[src/rtl/casc_pkg.sv]
package casc_pkg;
  localparam int CYC_W = 3;

  typedef enum logic [CYC_W-1:0] {
    CYC_NONE  = 3'd0,
    CYC_CMDW  = 3'd1,
    CYC_DATW  = 3'd2,
    CYC_DATR  = 3'd3,
    CYC_STSR  = 3'd4
  } cyc_e;

  function automatic logic cyc_is_write(input logic [CYC_W-1:0] c);
    return (c == CYC_CMDW) || (c == CYC_DATW);
  endfunction

  function automatic logic cyc_is_read(input logic [CYC_W-1:0] c);
    return (c == CYC_DATR) || (c == CYC_STSR);
  endfunction

  // Codes outside 1..4 are non-functional cycles
  function automatic logic cyc_is_idle(input logic [CYC_W-1:0] c);
    return !(cyc_is_write(c) || cyc_is_read(c));
  endfunction
endpackage

[src/rtl/casc_sel.sv]
module casc_sel #(
  parameter int SEL_W = 16
) (
  input  logic [SEL_W-1:0] dev_sel,
  input  logic [SEL_W-1:0] page_addr,
  output logic             selected
);
  localparam logic [SEL_W-1:0] SEL_ALL = {SEL_W{1'b1}};

  logic bcast;
  logic target;

  // broadcast word or exact page match
  assign bcast    = (dev_sel == SEL_ALL);
  assign target   = (dev_sel == page_addr);
  assign selected = bcast | target;
endmodule

[src/rtl/casc_lock.sv]
module casc_lock (
  input  logic clk,
  input  logic rst,
  input  logic lock_req_n,
  input  logic idle_cyc,
  input  logic enh_mode,
  output logic lock_q
);
  logic hold;
  logic lock_d;

  // Standard mode keeps the lock through functional cycles;
  // enhanced mode releases on any cycle without a request
  assign hold   = lock_q & ~enh_mode & ~idle_cyc;
  assign lock_d = ~lock_req_n | hold;

  always_ff @(posedge clk) begin
    if (rst) lock_q <= 1'b0;
    else     lock_q <= lock_d;
  end
endmodule

[src/rtl/casc_gate.sv]
module casc_gate
  import casc_pkg::*;
(
  input  logic             locked,
  input  logic             match_up,
  input  logic             match_loc,
  input  logic             selected,
  input  logic             enh_mode,
  input  logic [CYC_W-1:0] cyc,
  output logic             rd_ok,
  output logic             wr_ok,
  output logic             hp_ok
);
  logic owner;
  logic seen_miss;
  logic rd_pass;
  logic wr_pass;

  assign owner     = ~match_up & match_loc;
  assign seen_miss = ~match_up & ~match_loc;

  assign rd_pass = ~locked | owner;
  assign wr_pass = ~locked | owner | (enh_mode & seen_miss);

  assign rd_ok = selected & cyc_is_read(cyc)  & rd_pass;
  assign wr_ok = selected & cyc_is_write(cyc) & wr_pass;
  assign hp_ok = selected & owner;
endmodule

[src/rtl/casc_lock_ctrl.sv]
module casc_lock_ctrl
  import casc_pkg::*;
#(
  parameter int SEL_W = 16
) (
  input  logic             clk,
  input  logic             rst,
  input  logic             match_up_i,
  input  logic             full_up_i,
  input  logic             match_loc_i,
  input  logic             full_loc_i,
  input  logic             lock_req_n_i,
  input  logic [CYC_W-1:0] cyc_i,
  input  logic             enh_mode_i,
  input  logic [SEL_W-1:0] dev_sel_i,
  input  logic [SEL_W-1:0] page_addr_i,
  output logic             match_dn_o,
  output logic             full_dn_o,
  output logic             rd_oe_o,
  output logic             wr_en_o,
  output logic             hp_act_o
);
  logic selected;
  logic lock_q;
  logic rd_ok, wr_ok, hp_ok;

  casc_sel #(.SEL_W(SEL_W)) u_sel (
    .dev_sel   (dev_sel_i),
    .page_addr (page_addr_i),
    .selected  (selected)
  );

  casc_lock u_lock (
    .clk        (clk),
    .rst        (rst),
    .lock_req_n (lock_req_n_i),
    .idle_cyc   (cyc_is_idle(cyc_i)),
    .enh_mode   (enh_mode_i),
    .lock_q     (lock_q)
  );

  casc_gate u_gate (
    .locked    (lock_q),
    .match_up  (match_up_i),
    .match_loc (match_loc_i),
    .selected  (selected),
    .enh_mode  (enh_mode_i),
    .cyc       (cyc_i),
    .rd_ok     (rd_ok),
    .wr_ok     (wr_ok),
    .hp_ok     (hp_ok)
  );

  always_ff @(posedge clk) begin
    if (rst) begin
      match_dn_o <= 1'b0;
      full_dn_o  <= 1'b0;
      rd_oe_o    <= 1'b0;
      wr_en_o    <= 1'b0;
      hp_act_o   <= 1'b0;
    end else begin
      match_dn_o <= match_up_i | match_loc_i;
      full_dn_o  <= full_up_i & full_loc_i;
      rd_oe_o    <= rd_ok;
      wr_en_o    <= wr_ok;
      hp_act_o   <= hp_ok;
    end
  end
endmodule

[config.mk]
export PLATFORM = sky130hd
export DESIGN_NAME = casc_lock_ctrl
export DESIGN_NICKNAME = d
export VERILOG_FILES = /design/src/rtl/casc_pkg.sv /design/src/rtl/casc_sel.sv /design/src/rtl/casc_lock.sv /design/src/rtl/casc_gate.sv /design/src/rtl/casc_lock_ctrl.sv
export SDC_FILE = /design/constraint.sdc
export NUM_CORES = 1
export LEC_CHECK = 0
export ABC_AREA = 1
export CORE_ASPECT_RATIO = 1.4
export CORE_MARGIN = 2
export CORE_UTILIZATION = 32
export CTS_CLUSTER_DIAMETER = 200
export DETAILED_ROUTE_END_ITERATION = 12
export PLACE_DENSITY = 0.78
export SKIP_LAST_GASP = 1
export SYNTH_ARGS = -nofsm -noshare
export SYNTH_HDL_FRONTEND = slang
export SYNTH_SLANG_ARGS = --single-unit
[constraint.sdc]
create_clock -name clk -period 0.9 [get_ports clk]
set_input_delay 0.18 -clock clk [delete_from_list [all_inputs] [get_ports clk]]
set_output_delay 0.18 -clock clk [all_outputs]
set_load 0.01 [all_outputs]
==> flow_metrics.env, run 1 <==
export IMPL_status="finished clean"
export IMPL_clkLatencyLatePin_ns=0.25
export IMPL_cp_end_kind="primary output"
export IMPL_min_path_type="input port to register"
export IMPL_finalSetupTns_ns=0
export IMPL_layout_cells_non_filler=201
export IMPL_sequentialPowerShare_pct=33.1
export IMPL_finalCriticalPeriod_ns=0.8653
export IMPL_ys_warn_count=0
export IMPL_drt_total_wl_mm=1.844
export IMPL_postCtsHoldBufs=0
export IMPL_crit_path_start_kind="register"
export IMPL_max_slew_worst_pin_slew_ns=0.1665
export IMPL_grt_pass1_wl_mm=3.291
export IMPL_core_area_um2=1779
export IMPL_grt_use_met2_pct=35.83
export IMPL_grt_max_degree=5
export IMPL_timing_rr_start="u_lock.lock_q$_SDFF_PP0_"
export IMPL_drc_errors=0
export IMPL_crit_type="register to primary output"
export IMPL_comb_power_share_pct=36.5
export IMPL_finalHoldViolCount=0
export IMPL_rr_endpoint="wr_en_o$_SDFF_PP0_"
export IMPL_grt_pass1_vias=873
export IMPL_hold_path_cell_count=3
export IMPL_start_util_pct=33.90
export IMPL_power_mw=0.8325
export IMPL_grtUsageTotal_pct=20.24
export IMPL_cp_cell_sequence="buf_2"
export IMPL_p_sw_mw=0.2520
export IMPL_hold_start="match_loc_i"
export IMPL_gr_usage_met1_pct=20.65
export IMPL_crit_buf_inv=1
export IMPL_ys_types=9
export IMPL_via_count=902
export IMPL_synthAdderAreaFrac_pct=0
export IMPL_synth_compound_area_share_pct=6.639
export IMPL_synth_fp_nets=171
export IMPL_p_per_area_nw_per_um2=831.7
export IMPL_cts_buffer_depth=2
export IMPL_die_area_um2=2253
export IMPL_yosysSeqAreaShare_pct=19.92
export IMPL_grt_most_used_layer="met2"
export IMPL_switching_share_pct=30.28
export IMPL_place_gp_congestion=0.8073
export IMPL_cp_required_ns=0.72
export IMPL_cts_sinks=6
export IMPL_viasPerCell=4.488
export IMPL_clockRootBuffer="clkbuf_4"
export IMPL_use_met3_pct=3.213
export IMPL_hold_path_end="hp_act_o$_SDFF_PP0_"
export IMPL_reg2reg_depth=5
export IMPL_timing_reg2reg_setup_slack_ns=0.13
export IMPL_avgSynthCellArea_um2=4.712
export IMPL_timing_final_crit_share_pct=96.15
export IMPL_grt_ovfl_total=0
export IMPL_final_nets=226
export IMPL_critPathArrivalTime_ns=0.69
export IMPL_cp_slowest_stage_delay_ns=0.31
export IMPL_die_x_um=40.69
export IMPL_hpwl_mm=1.531
export IMPL_cts_tree="yes"
export IMPL_finClkSkew_ns=0.0008253
export IMPL_ant_nets=0
export IMPL_rsz0062_at_grt="true"
export IMPL_n_antenna_cell=0
export IMPL_cpMaxStageDelayCell="dfxtp_1"
export IMPL_synth_top_family_by_area="simple AND/OR/NAND/NOR gates"
export IMPL_finalSetupViolations=0
export IMPL_synth_xor_area_share_pct=0
export IMPL_whs_ns=0.3859
export IMPL_synth_mux_area_share_pct=0
export IMPL_drt_pass1_iterations=2
export IMPL_path_clk_slew_ns=0.04
export IMPL_port_buffers=47
export IMPL_slew_limit_headroom_pct=88.87
export IMPL_vdd_drop_max_mv=0.4940
export IMPL_rows=18
export IMPL_area_growth_pct=65.98
export IMPL_post_drt_wl_per_cell_um=9.174
export IMPL_synth_simple_area_share_pct=54.15
export IMPL_io_pins=48
export IMPL_synth_seq_cells=6
export IMPL_cap_violations=0
export IMPL_final_util_pct=56.26
export IMPL_critical_path_top_delay_family="flip-flops"
export IMPL_antenna_found_initial=0
export IMPL_fmax_mhz=1156
export IMPL_pwr_share_clk_pct=30.4
export IMPL_fp_dieH_um=55.37
export IMPL_p_leak_nw=0.6423
export IMPL_slew_violations=0
export IMPL_power_internal_mw=0.5804
export IMPL_syn_area_um2=603.1
export IMPL_htree_num_levels=1
export IMPL_crit_fanout=1
export IMPL_drtIter0Drc=9
export IMPL_numCtsBuffers=3
export IMPL_postSynthCellCount=128
export IMPL_final_layout_size_suffix_gt1_share_pct=27.62
export IMPL_fill_cells=219
export IMPL_placed_cells=198
layout make-up:
type	count	area [um2]	share of cell area (%)
inverters	31	116.4	11.63
repair buffers	50	319.1	31.87
well taps	20	25.02	2.500
multi-input cells	91	396.6	39.62
flip-flops and latches	6	121.4	12.12
clock buffers	3	22.52	2.250
timing repair:
item	4_1_cts	5_1_grt
pin swaps	23	28
buffers inserted	0	0
endpoints found under the setup margin	9	5
endpoints found under the hold margin	0	0
resized for setup	67	64
power groups by stage:
stage / sequential, mW / clock [mW] / combinational (mW)
final: 0.276 / 0.253 / 0.304
after CTS: 0.276 / 0.260 / 0.323
after detailed placement: 0.281 / 0 / 0.373
after global placement: 0.280 / 0 / 0.362
after floorplan: 0.283 / 0 / 0.119
after global routing: 0.276 / 0.283 / 0.350
cells by family (layout without fill, tap and decap cells):
logic type | count (synthesis) | in the layout
DFF | 6 | 6
and+or+nand+nor | 83 | 83
AOI/OAI and AO/OA | 8 | 8
buffers and inverters | 31 | 84
registers in the layout, summed over array words and instances (netlist names):
name,count
full_dn_o,1
hp_act_o,1
match_dn_o,1
rd_oe_o,1
u_lock.lock_q,1
wr_en_o,1
Yosys cell counts:
| library cell | count | area, um2 |
|---|---|---|
| inv_1 | 31 | 116.4 |
| nand3_1 | 2 | 10.01 |
| or2_1 | 1 | 6.260 |
| dfxtp_1 | 6 | 120.1 |
| nand4_1 | 4 | 25.02 |
| o21ai_0 | 1 | 5.000 |
| nor2_1 | 27 | 101.4 |
| a21oi_1 | 7 | 35.03 |
| nand2_1 | 49 | 183.9 |
metal layers:
| metal | vias up | wire (um) |
|---|---|---|
| met2 | 29 | 1058 |
| met3 | 4 | 84 |
| met4 | 0 | 46 |
| met1 | 391 | 654 |
| met5 | - | 0 |
| li1 | 478 | - |
worst min-delay path: stages:
cell           delay (ns)
dlygate4sd2_1        0.27
nand3_1              0.11
a21oi_2              0.04
metrics by stage:
stage / area (um2) / setup slack (ns)
6_report: 1001 / 0.03466
5_1_grt: 1001 / -0.01996
4_1_cts: 1092 / 0.004317
3_5_place_dp: 1121 / -0.5062
3_3_place_gp: 1121 / -0.4836
2_1_floorplan: 603.1 / 0.07111
layout by cell type (no fill, tap or decap), drive strengths merged:
cell type / netlist / final
nand4: 4 / 4
clkdlybuf4s50: 0 / 5
nand3: 2 / 2
clkdlybuf4s15: 0 / 5
nor2: 27 / 27
dfxtp: 6 / 6
o21ai: 1 / 1
nand2: 49 / 49
or2: 1 / 1
a21oi: 7 / 7
clkbuf: 0 / 32
buf: 0 / 8
inv: 31 / 31
dlygate4sd2: 0 / 3
worst max-delay path by stage:
stage,from,cells past startpoint,to
finish,rd_oe_o$_SDFF_PP0_,1,rd_oe_o
global route,page_addr_i[11],9,hp_act_o$_SDFF_PP0_
CTS,dev_sel_i[3],9,rd_oe_o$_SDFF_PP0_
detailed placement,dev_sel_i[9],9,rd_oe_o$_SDFF_PP0_
global placement,dev_sel_i[15],9,hp_act_o$_SDFF_PP0_
floorplan,cyc_i[0],5,u_lock.lock_q$_SDFF_PP0_
Note: power is estimated with default switching activity, not from simulation.
==> run 2, diff against run 1 <==
--- a/config.mk
+++ b/config.mk
@@ -7,7 +7,6 @@
 export LEC_CHECK = 0
 export ABC_AREA = 1
 export CORE_ASPECT_RATIO = 1.4
-export CORE_MARGIN = 2
 export CORE_UTILIZATION = 32
 export CTS_CLUSTER_DIAMETER = 200
 export DETAILED_ROUTE_END_ITERATION = 12
==> run 2 against run 1 <==
  * Hold slack improved by 0.015 ns
  * Largest power group unchanged
  * Sequential power about the same
  * Largest cell class unchanged
  * Clock power barely moved
  * Setup slack gained 0.0046 ns
==> flow_metrics.env, run 2 (synthesis gave the netlist of run 1 again) <==
export IMPL_final_cell_mix="48 x nand2_1, 30 x inv_1, 30 x clkbuf_2"
export IMPL_fp_dieH_um=53.37
export IMPL_via_count=922
export IMPL_critical_path_top_delay_family="flip-flops"
export IMPL_io_pins=48
export IMPL_finClkSkew_ns=0.001489
export IMPL_crit_type="register to primary output"
export IMPL_final_layout_size_suffix_gt1_share_pct=30.05
export IMPL_grt_max_degree=5
export IMPL_pre_cts_slack_ns=-0.5261
export IMPL_crit_fanout=1
export IMPL_cts_sinks=6
export IMPL_place_gp_congestion=0.8225
export IMPL_p_per_area_nw_per_um2=829.2
export IMPL_cp_end_kind="primary output"
export IMPL_drt_total_wl_mm=1.970
export IMPL_vdd_drop_max_mv=0.6751
export IMPL_fmax_mhz=1162
export IMPL_htree_num_levels=1
export IMPL_core_area_um2=1757
export IMPL_max_slew_worst_pin_slew_ns=0.1672
export IMPL_die_x_um=38.69
export IMPL_p_leak_nw=0.6510
export IMPL_path_clk_slew_ns=0.05
export IMPL_layout_setup_ws_ns=0.03927
export IMPL_grtUsageTotal_pct=19.50
export IMPL_cp_required_ns=0.72
export IMPL_cap_violations=0
export IMPL_slew_violations=0
export IMPL_final_util_pct=57.91
export IMPL_slew_limit_headroom_pct=88.82
export IMPL_crit_buf_inv=1
export IMPL_crit_path_start_kind="register"
export IMPL_grt_pass1_vias=843
export IMPL_seq_area_um2=120.1
export IMPL_hpwl_mm=1.566
export IMPL_grt_pass1_wl_mm=2.898
export IMPL_finalHoldViolCount=0
export IMPL_cp_cell_sequence="buf_2"
export IMPL_clockRootBuffer="clkbuf_4"
export IMPL_drt_pass1_iterations=4
export IMPL_postCtsHoldBufs=0
export IMPL_drc_errors=0
export IMPL_layout_commonest_cell="nand2_1"
export IMPL_drtIter0Drc=12
export IMPL_antenna_found_initial=0
export IMPL_n_antenna_cell=0
export IMPL_clkLatencyLatePin_ns=0.24
export IMPL_fill_cells=207
export IMPL_die_area_um2=2065
export IMPL_min_path_type="input port to register"
export IMPL_final_nets=228
export IMPL_grt_ovfl_total=0
export IMPL_area_growth_pct=68.67
export IMPL_cpMaxStageDelayCell="dfxtp_1"
export IMPL_viasPerCell=4.542
export IMPL_rows=18
export IMPL_whs_ns=0.4012
export IMPL_finalSetupViolations=0
export IMPL_multi_input_area_um2=404.1
export IMPL_ant_nets=0
export IMPL_cts_tree="yes"
export IMPL_cp_slowest_stage_delay_ns=0.31
export IMPL_post_drt_wl_per_cell_um=9.704
export IMPL_finalCriticalPeriod_ns=0.8607
export IMPL_cts_buffer_depth=2
export IMPL_start_util_pct=34.33
export IMPL_timing_final_crit_share_pct=95.64
export IMPL_critPathArrivalTime_ns=0.68
export IMPL_port_buffers=47
export IMPL_status="finished clean"
export IMPL_numCtsBuffers=3
## run 2: cell types whose count changed in the layout (fill, tap and decap cells not counted)
cell | before | now
buf_4 | 3 | 5
clkbuf_2 | 29 | 30
nor2_1 | 25 | 24
inv_2 | 0 | 1
nor2_2 | 2 | 3
nand3_1 | 2 | 1
inv_1 | 31 | 30
clkdlybuf4s15_1 | 5 | 4
nand3_2 | 0 | 1
dfxtp_1 | 5 | 6
dfxtp_2 | 1 | 0
## run 2: power breakdown
part           internal [mW]  switching [mW]
clock                  0.151          0.0989
combinational          0.161           0.157
sequential             0.274         0.00189
## run 2: layer usage
metal,track usage [%],part of all wire (%),up-vias
met5,0,0,-
met4,7.471,1.1,0
met3,4.622,6.1,3
met2,39.44,56,41
met1,16.96,37,390
li1,-,-,488
## run 2: worst paths after layout
path                       startpoint                       end  slack (ns)  cells past startpoint
max reg2reg  u_lock.lock_q$_SDFF_PP0_        wr_en_o$_SDFF_PP0_        0.06                      5
min reg2reg  u_lock.lock_q$_SDFF_PP0_  u_lock.lock_q$_SDFF_PP0_        0.61                      4
max                wr_en_o$_SDFF_PP0_                   wr_en_o        0.04                      1
min                      dev_sel_i[4]        wr_en_o$_SDFF_PP0_        0.40                      5
## run 2: metrics by stage
| stage | TNS [ns] | cells | cell area [um2] | power [mW] |
|---|---|---|---|---|
| 2_1_floorplan | 0 | 128 | 603.1 | 0.4019 |
| 3_3_place_gp | -2.589 | 200 | 1136 | 0.6490 |
| 3_5_place_dp | -2.752 | 200 | 1136 | 0.6615 |
| 4_1_cts | 0 | 203 | 1106 | 0.8635 |
| 5_1_grt | -0.001909 | 203 | 1017 | 0.9106 |
| 6_report | 0 | 203 | 1017 | 0.8435 |
## run 2: cell type report
type	instances	area share, %
multi-input combinational	91	39.73
timing repair buffer	52	32.35
sequential	6	11.81
inverter	31	11.44
tap	20	2.460
clock buffer	3	2.214
## run 2: repair_timing
| action | CTS | global route |
|---|---|---|
| pin swaps | 17 | 31 |
| setup buffers | 0 | 0 |
| endpoints found under the setup margin | 9 | 4 |
| gates resized for setup | 67 | 67 |
==> run 3, diff against run 2 <==
--- a/config.mk
+++ b/config.mk
@@ -11,6 +11,7 @@
 export CTS_CLUSTER_DIAMETER = 200
 export DETAILED_ROUTE_END_ITERATION = 12
 export PLACE_DENSITY = 0.78
+export SKIP_CTS_REPAIR_TIMING = 1
 export SKIP_LAST_GASP = 1
 export SYNTH_ARGS = -nofsm -noshare
 export SYNTH_HDL_FRONTEND = slang
==> run 3 against run 2 <==
  * Clock-buffer cell count is the same
  * Largest power group unchanged
  * Design area up 24%
  * Highest routed layer unchanged
  * Die area unchanged
==> flow_metrics.env, run 3 (synthesis gave the netlist of run 1 again) <==
export IMPL_finClkSkew_ns=0.001970
export IMPL_grt_pass1_vias=874
export IMPL_ant_nets=0
export IMPL_fill_cells=164
export IMPL_max_slew_worst_pin_slew_ns=0.1946
export IMPL_grt_max_degree=5
export IMPL_fp_dieH_um=53.37
export IMPL_cp_endpoint="wr_en_o"
export IMPL_layout_commonest_cell="nand2_1"
export IMPL_finalHoldViolCount=0
export IMPL_rr_endpoint="wr_en_o$_SDFF_PP0_"
export IMPL_path_clk_slew_ns=0.05
export IMPL_critical_path_top_delay_family="flip-flops"
export IMPL_die_area_um2=2065
export IMPL_io_pins=48
export IMPL_layout_cells_non_filler=203
export IMPL_crit_fanout=1
export IMPL_critPathArrivalTime_ns=0.69
export IMPL_cp_required_ns=0.72
export IMPL_timing_rr_start="u_lock.lock_q$_SDFF_PP0_"
export IMPL_antenna_found_initial=0
export IMPL_rsz0062_at_grt="true"
export IMPL_drtIter0Drc=12
export IMPL_start_util_pct=34.33
export IMPL_final_layout_size_suffix_gt1_share_pct=14.75
export IMPL_cap_violations=0
export IMPL_p_leak_nw=0.9628
export IMPL_die_x_um=38.69
export IMPL_viasPerCell=4.552
export IMPL_htree_num_levels=1
export IMPL_finalSetupViolations=0
export IMPL_rows=18
export IMPL_clockRootBuffer="clkbuf_4"
export IMPL_cts_tree="yes"
export IMPL_timing_final_crit_share_pct=97.01
export IMPL_area_growth_pct=108.7
export IMPL_cp_cell_sequence="clkbuf_2"
export IMPL_reg2reg_depth=5
export IMPL_final_nets=228
export IMPL_cts_sinks=6
export IMPL_vdd_drop_max_mv=0.6833
export IMPL_finalCriticalPeriod_ns=0.8730
export IMPL_cp_slowest_stage_delay_ns=0.31
export IMPL_grt_ovfl_total=0
export IMPL_multi_input_area_um2=406.6
export IMPL_cpMaxStageDelayCell="dfxtp_1"
export IMPL_grt_pass1_wl_mm=2.973
export IMPL_cts_buffer_depth=2
export IMPL_slew_limit_headroom_pct=87.00
export IMPL_timing_reg2reg_setup_slack_ns=0.04
export IMPL_crit_path_start_kind="register"
export IMPL_slew_violations=0
export IMPL_drt_total_wl_mm=2.109
export IMPL_post_drt_wl_per_cell_um=10.39
export IMPL_crit_buf_inv=1
export IMPL_seq_area_um2=120.1
export IMPL_n_antenna_cell=0
export IMPL_drc_errors=0
export IMPL_numCtsBuffers=3
export IMPL_hpwl_mm=1.566
export IMPL_place_gp_congestion=0.8225
export IMPL_drt_pass1_iterations=4
export IMPL_crit_type="register to primary output"
export IMPL_fmax_mhz=1145
export IMPL_min_path_type="input port to register"
export IMPL_status="finished clean"
export IMPL_cp_startpoint="wr_en_o$_SDFF_PP0_"
export IMPL_final_cell_mix="48 x nand2_1, 36 x dlymetal6s2s_1, 30 x inv_1"
export IMPL_finalSetupTns_ns=0
export IMPL_clkLatencyLatePin_ns=0.24
export IMPL_critical_path_depth=1
export IMPL_p_per_area_nw_per_um2=713.5
export IMPL_grtUsageTotal_pct=19.83
export IMPL_core_area_um2=1757
export IMPL_final_util_pct=71.65
export IMPL_via_count=924
export IMPL_cp_end_kind="primary output"
export IMPL_port_buffers=47
export IMPL_placed_cells=200
==> run 3: changes by cell type in the layout (fill, tap and decap cells not counted) <==
cell and change:
nor2_2 +1, buf_2 -5, clkbuf_2 -24, dlymetal6s2s_1 +36, dlygate4sd2_1 -3, clkdlybuf4s15_1 -4
nor2_1 -1
==> run 3: power breakdown <==
part / internal, mW / total, mW / switching [mW] / leakage [nW]
combinational: 0.211 / 0.372 / 0.161 / 0.900
clock: 0.151 / 0.250 / 0.0986 / 0.0138
sequential: 0.274 / 0.276 / 0.00226 / 0.0491
total: 0.637 / 0.898 / 0.262 / 0.963
==> run 3: layer usage <==
metal | track usage (%) | wire length, um | vias to the layer above
met2 | 39.72 | 1188 | 35
met5 | 0 | 0 | -
met1 | 17.47 | 778 | 403
met3 | 5.042 | 126 | 2
li1 | - | - | 484
met4 | 7.471 | 15 | 0
==> run 3: worst min path at each step <==
stage,depth (start not counted),startpoint,end
6_report,4,cyc_i[2],rd_oe_o$_SDFF_PP0_
4_1_cts,3,full_loc_i,full_dn_o$_SDFF_PP0_
5_1_grt,4,cyc_i[2],rd_oe_o$_SDFF_PP0_
3_5_place_dp,4,u_lock.lock_q$_SDFF_PP0_,u_lock.lock_q$_SDFF_PP0_
3_3_place_gp,4,u_lock.lock_q$_SDFF_PP0_,u_lock.lock_q$_SDFF_PP0_
2_1_floorplan,1,rst,u_lock.lock_q$_SDFF_PP0_
==> run 3: area by class of cell <==
class / instances / share of cell area [%]
clock buffers: 3 / 1.789
inverters: 31 / 9.245
repair buffers: 52 / 45.13
well taps: 20 / 1.988
flip-flops and latches: 6 / 9.543
multi-input cells: 91 / 32.31
==> run 3: metrics by stage <==
| step | cell area (um2) | power, mW | hold slack [ns] | setup WS [ns] |
|---|---|---|---|---|
| after detailed placement | 1136 | 0.6615 | 0.5632 | -0.5261 |
| after global routing | 1259 | 0.9634 | 0.3249 | -0.03064 |
| after floorplan | 603.1 | 0.4019 | 0.2491 | 0.07111 |
| final | 1259 | 0.8981 | 0.3133 | 0.02695 |
| after CTS | 1159 | 0.9163 | 0.4633 | -0.3887 |
| after global placement | 1136 | 0.6490 | 0.5467 | -0.4919 |
